==> src/rtl/sw_clk_select.sv <==
module sw_clk_select #(
  parameter int CLK_HZ  = 50_000_000,
  parameter int F_DEF   = 400_000,
  parameter int F_SLOW  = 200_000,
  parameter int F_FAST  = 1_400_000,
  parameter int F_OPEN  = 200_000,
  parameter int F_LOW   = 1_000_000,
  parameter int TOL     = 2,
  parameter int LOCK_N  = 3
) (
  input  logic       clk,
  input  logic       rst_n,
  input  logic       en,
  input  logic [1:0] cfg_mode,
  input  logic [1:0] strap,
  input  logic       sync_in,
  output logic       sw_clk,
  output logic       sync_out,
  output logic       sync_oe,
  output logic       ext_locked,
  output logic [2:0] status
);
  localparam int MIN_P  = (CLK_HZ + F_FAST - 1) / F_FAST;
  localparam int MAX_P  = CLK_HZ / F_SLOW;
  localparam int DEF_P  = CLK_HZ / F_DEF;
  localparam int OPEN_P = CLK_HZ / F_OPEN;
  localparam int LOW_P  = CLK_HZ / F_LOW;
  localparam int PW = $clog2(MAX_P + 1);
  localparam int CW = $clog2(2 * MAX_P + 1);
  localparam int GW = $clog2(LOCK_N + 1);

  typedef enum logic [2:0] {
    S_IDLE = 3'd0, S_DET = 3'd1, S_LOCK = 3'd2,
    S_HOLD = 3'd3, S_INT = 3'd4, S_STRAP = 3'd5
  } st_t;

  localparam logic [1:0] M_LOW  = 2'b00;
  localparam logic [1:0] M_HIGH = 2'b01;

  st_t st;
  logic          sync_q, seen, strap_done;
  logic [1:0]    mode_q, strap_q;
  logic [PW-1:0] per, ph, lastp;
  logic [CW-1:0] cnt;
  logic [GW-1:0] good;

  function automatic logic [PW-1:0] strap_per(input logic [1:0] s);
    if (s == M_LOW)       return PW'(LOW_P);
    else if (s == M_HIGH) return PW'(DEF_P);
    else                  return PW'(OPEN_P);
  endfunction

  wire           edge_w = sync_in & ~sync_q;
  wire           auto_m = (mode_q != M_LOW) && (mode_q != M_HIGH);
  wire [CW-1:0]  meas   = cnt + CW'(1);
  wire [CW-1:0]  lp     = CW'(lastp);
  wire [CW-1:0]  dlt    = (meas >= lp) ? meas - lp : lp - meas;
  wire           in_rng = (meas >= CW'(MIN_P)) && (meas <= CW'(MAX_P));
  wire [CW:0]    lim    = (st == S_LOCK) ? ((CW+1)'(per) << 1) : (CW+1)'(2 * MAX_P);
  wire           tmo    = {1'b0, meas} >= lim;

  logic [GW-1:0] good_n;
  always_comb begin
    if (!in_rng)                 good_n = '0;
    else if (good == '0)         good_n = GW'(1);
    else if (dlt <= CW'(TOL))    good_n = good + GW'(1);
    else                         good_n = GW'(1);
  end

  wire lock_now = (st == S_DET) && edge_w && seen && (good_n == GW'(LOCK_N));
  wire ph_align = lock_now || ((st == S_LOCK) && edge_w && in_rng);

  always_ff @(posedge clk or negedge rst_n) begin
    if (!rst_n) begin
      st <= S_IDLE; sync_q <= 1'b0; seen <= 1'b0; strap_done <= 1'b0;
      mode_q <= M_LOW; strap_q <= 2'b10; per <= PW'(DEF_P);
      lastp <= '0; cnt <= '0; good <= '0;
    end else begin
      sync_q <= sync_in;
      if (!en) st <= S_IDLE;
      else case (st)
        S_IDLE: begin
          mode_q <= cfg_mode; per <= PW'(DEF_P);
          cnt <= '0; good <= '0; seen <= 1'b0;
          if (!strap_done) begin strap_q <= strap; strap_done <= 1'b1; end
          st <= (cfg_mode == M_HIGH) ? S_INT : S_DET;
        end
        S_DET: begin
          if (edge_w) begin
            cnt <= '0;
            if (!seen) seen <= 1'b1;
            else begin
              good <= good_n; lastp <= meas[PW-1:0];
              if (lock_now) begin st <= S_LOCK; per <= meas[PW-1:0]; end
            end
          end else if (tmo) begin
            st  <= auto_m ? S_STRAP : S_INT;
            per <= auto_m ? strap_per(strap_q) : PW'(DEF_P);
          end else cnt <= meas;
        end
        S_LOCK: begin
          if (edge_w) begin
            cnt <= '0;
            if (in_rng) per <= meas[PW-1:0];
            else        st  <= S_HOLD;
          end else if (tmo) st <= S_HOLD;
          else cnt <= meas;
        end
        default: ;
      endcase
    end
  end

  always_ff @(posedge clk or negedge rst_n) begin
    if (!rst_n)                      ph <= '0;
    else if (!en || st == S_IDLE)    ph <= '0;
    else if (ph_align)               ph <= '0;
    else if (ph >= per - PW'(1))     ph <= '0;
    else                             ph <= ph + PW'(1);
  end

  assign sw_clk     = (st != S_IDLE) && (ph < (per >> 1));
  assign sync_oe    = (st == S_INT) && (mode_q == M_HIGH);
  assign sync_out   = sync_oe & sw_clk;
  assign ext_locked = (st == S_LOCK);
  assign status     = st;

  a_r1_idle_when_off: assert property (@(posedge clk) disable iff (!rst_n)
    !en |=> (status == 3'd0 && !sw_clk && !sync_oe));
  a_r2_oe_needs_output_mode: assert property (@(posedge clk) disable iff (!rst_n)
    sync_oe |-> (mode_q == M_HIGH && !ext_locked));
  a_r4_lock_follows_edge: assert property (@(posedge clk) disable iff (!rst_n)
    $rose(ext_locked) |-> $past(edge_w));
  a_r5_locked_period_in_range: assert property (@(posedge clk) disable iff (!rst_n)
    $rose(ext_locked) |-> (per >= PW'(MIN_P) && per <= PW'(MAX_P)));
  a_r7_holdover_keeps_period: assert property (@(posedge clk) disable iff (!rst_n)
    (st == S_HOLD && en) |=> $stable(per));
  a_r9_strap_frozen: assert property (@(posedge clk) disable iff (!rst_n)
    strap_done |=> $stable(strap_q));
endmodule

==> config.mk <==
export PLATFORM = sky130hd
export DESIGN_NAME = sw_clk_select
export DESIGN_NICKNAME = d
export VERILOG_FILES = /design/src/rtl/sw_clk_select.sv
export SDC_FILE = /design/constraint.sdc
export NUM_CORES = 1
export LEC_CHECK = 0
export CELL_PAD_IN_SITES_DETAIL_PLACEMENT = 1
export CELL_PAD_IN_SITES_GLOBAL_PLACEMENT = 2
export CORE_ASPECT_RATIO = 0.8
export CORE_MARGIN = 2
export CORE_UTILIZATION = 45
export CTS_BUF_LIST = sky130_fd_sc_hd__clkbuf_8
export CTS_CLUSTER_SIZE = 40
export DETAILED_ROUTE_END_ITERATION = 16
export DONT_BUFFER_PORTS = 1
export PLACE_DENSITY = 0.95
export SYNTH_ARGS = -nofsm -noshare
export SYNTH_HDL_FRONTEND = slang
export SYNTH_SLANG_ARGS = --single-unit
export TNS_END_PERCENT = 5
==> constraint.sdc <==
create_clock -name clk -period 6.6 [get_ports clk]
set_input_delay 0.99 -clock clk [delete_from_list [all_inputs] [get_ports clk]]
set_output_delay 0.99 -clock clk [all_outputs]
set_load 0.01 [all_outputs]
==> run_results.csv <==
group,metric,value,unit
logic_synthesis,synthCells,462,
floorplan,fp.dieW,109.5,um
floorplan,num_rows,30,
clock_tree,clock_latency,0.32,ns
floorplan,fp.dieH,88.41,um
worst_setup_path,slowest_delay,0.60,ns
worst_setup_path,worstPathCellList,"ha_1 -> nand3_4 -> o21a_1 -> or2_1 -> ha_1 -> nand4_1 -> a21oi_1 -> o21ai_0 -> a211oi_1 -> a211o_1 -> and4_4 -> a22o_1 -> mux2_4",
sta,max-slew-margin-rel,52.37,%
power,p_leak,1.951,nW
global_route,grt_usage,24.22,%
sta,max_freq,213.6,MHz
global_route,antenna_found_initial,0,
power,power,1.254,mW
logic_synthesis,synth_seq_cells,45,
route,firstDrtPassIters,4,
worst_setup_path,critPathKind,"flop to flop",
clock_tree,root_buffer,"clkbuf_8",
floorplan,initial_core_util,46.83,%
logic_synthesis,ys_warn_count,0,
sta,post-route-min-period,4.681,ns
finish,drive_gt1_share,9.778,%
clock_tree,cts_num_sinks,45,
route,drc_errors,0,
sta,slew_violations,0,
logic_synthesis,syn_nets,514,
place,placed_area,4058,um^2
global_route,grt_max_degree,46,
worst_setup_path,worst-path-buf-inv,0,
worst_setup_path,slowest_stage,"dfrtp_1",
worst_setup_path,cp_max_fo,12,
status,run_status,"complete, no violations",
clock_tree,cts_tree,"built",
clock_tree,cts_max_path_buffers,2,
sta,fin_crit_sh,70.93,%
logic_synthesis,async_reset_ff_share,100.0,%
sta,rsz0062_at_grt,"no",
sta,hold-worst-slack,0.3527,ns
worst_setup_path,required,6.81,ns
sta,finalSetupViolations,0,
finish,final_cells,562,
worst_setup_path,cp_top_family,"compound AO/OA/AOI/OAI gates",
sta,tightestPinTransition,0.7145,ns
worst_setup_path,cp.arrival,4.89,ns
worst_setup_path,crit_path_end_kind,"flop",
place,dpl.hpwl,8626,um
clock_tree,cts_resized,0,
global_route,grt_first_pass_wirelength,17980,um
worst_setup_path,path_common_cell,"ha_1",
route,vias_per_cell,6.050,
logic_synthesis,syn_area_per_cell,8.674,um^2
route,finalWirelength,10960,um
route,ant_nets,0,
place,place_congestion,0.8724,
clock_tree,postCtsSetupRepairBufs,0,
logic_synthesis,syn-cell-area,4008,um^2
sta,finalHoldViolCount,0,
logic_synthesis,ys_types,74,
clock_tree,hold_buffers,0,
clock_tree,htree_levels,2,
job,drv_cap,0,
finish,design_area,4178,um^2
hold_path,hold_class,"primary input to asynchronous set/reset pin",
finish,areaGrowthSynthToFinish,4.246,%
global_route,grt_pass1_vias,3350,
logic_synthesis,synth_seq_area_share,28.32,%
worst_setup_path,critPathLaunchType,"flop",
sta,skew,0.01163,ns
logic_synthesis,synth_edf_count,0,
logic_synthesis,synth_ff_type,"dfrtp_1",
route,vias,3400,
floorplan,io_pins,15,
finish,fin_nets,501,
sta,finalSetupTns,0,ns
finish,diodes,0,
power,powerDensity,300.1,nW/um^2
power,ir_drop,0.1464,mV
route,drt-initial-drc-count,219,
global_route,gr-total-overflow,0,
clock_tree,cts.clk_slew.worst_paths,0.10,ns
route,routedWlPerCell,19.49,um
place,dpl.cell_count,554,
floorplan,dieArea,9681,um^2
clock_tree,cts_buffers,5,
place,portBuffers,0,
floorplan,fp.coreArea,8558,um^2
==> cells by family (layout without fill, tap and decap cells) <==
group,after synthesis,in the layout,synth area share (%)
flip-flops,45,45,28.32
buffers and inverters,55,43,5.776
AO/OA/AOI/OAI,122,122,20.51
XOR/XNOR,23,23,5.214
multiplexers,14,14,4.496
AND/OR/NAND/NOR,159,159,21.57
adder cells (fa/ha/maj),44,44,14.11
==> synthesized netlist by cell type (all sizes together) (3+ instances only) <==
| cell type | number | share of area, % |
|---|---|---|
| o21a | 6 | 1.1 |
| ha | 42 | 13 |
| a21oi | 24 | 3.0 |
| nand2b | 8 | 1.2 |
| buf | 10 | 1.5 |
| nand4 | 6 | 1.3 |
| nand3 | 15 | 2.2 |
| dfrtp | 38 | 24 |
| o21ai | 26 | 3.2 |
| o31ai | 9 | 1.8 |
| and2 | 5 | 0.84 |
| nor2b | 6 | 0.94 |
| dfstp | 7 | 4.6 |
| inv | 32 | 3.1 |
| mux2 | 11 | 3.7 |
| xnor2 | 13 | 2.8 |
| nand3b | 3 | 0.56 |
| xor2 | 10 | 2.4 |
| mux2i | 3 | 0.75 |
| o211ai | 4 | 0.75 |
| a31oi | 4 | 0.62 |
| clkbuf | 12 | 1.1 |
| and3 | 5 | 0.78 |
| a21o | 18 | 3.4 |
| nor2 | 37 | 3.7 |
| a211oi | 8 | 1.5 |
| or3 | 3 | 0.47 |
| nand2 | 30 | 2.8 |
| nor4 | 6 | 1.3 |
| nor3 | 24 | 3.1 |
==> routing by layer <==
metal | global-route usage, % | vias up | share of wire (%)
li1 | - | 1634 | -
met1 | 37.44 | 1679 | 51
met2 | 34.96 | 76 | 42
met3 | 4.786 | 11 | 6.4
met4 | 4.488 | 0 | 1.0
met5 | 0 | - | 0
==> sequential cells by signal (all words and copies together) (netlist names) <==
register,flops
lastp,8
ph,8
seen,1
mode_q,2
strap_done,1
per,8
good,2
sync_q,1
strap_q,2
cnt,9
status,3
==> through the flow <==
stage                     worst slack, ns  util, %
after global placement              2.250    47.41
after detailed placement            2.026    47.41
after global routing                1.580    48.82
after CTS                           1.989    48.82
after floorplan                     2.866        -
final                               1.919    48.82
==> cell usage in the layout (no fill, tap or decap), drive strengths merged, types with 3 or more instances in the layout <==
cell type	n
nor4	6
inv	32
nand4	6
nand2	30
o21a	6
o31ai	9
xor2	10
and2	5
or3	3
a21oi	24
and3	5
nor2	37
dfstp	7
nor3	24
nand3b	3
ha	42
mux2	11
o21ai	26
nand2b	8
clkbuf	6
o211ai	4
a21o	18
a211oi	8
dfrtp	38
mux2i	3
xnor2	13
a31oi	4
nand3	15
nor2b	6
==> final timing paths <==
path / from / to / slack [ns] / cells past startpoint
hold / removal: rst_n / ph[1] / 0.35 / 0
max in group asynchronous: rst_n / per[4] / 6.06 / 0
hold reg to reg: strap_done / strap_done / 0.48 / 1
min in group clk: strap_done / strap_done / 0.48 / 1
setup / recovery: cnt[0] / per[7] / 1.92 / 13
setup reg to reg: cnt[0] / per[7] / 1.92 / 13
==> power by group <==
part / switching (mW) / total [mW] / leakage, nW / internal [mW]
sequential: 0.0770 / 0.419 / 0.570 / 0.342
clock: 0.106 / 0.230 / 0.0574 / 0.123
combinational: 0.350 / 0.605 / 1.32 / 0.255
==> area by class of cell <==
type,instances,area (um^2)
fillers,1015,4380
multi-input cells,362,2641
flip-flops and latches,45,1135
well taps,112,140.1
inverters,33,126.4
clock buffers,6,82.58
clock inverters,2,37.54
repair buffers,2,15.01
Note: power is estimated with default switching activity, not from simulation.
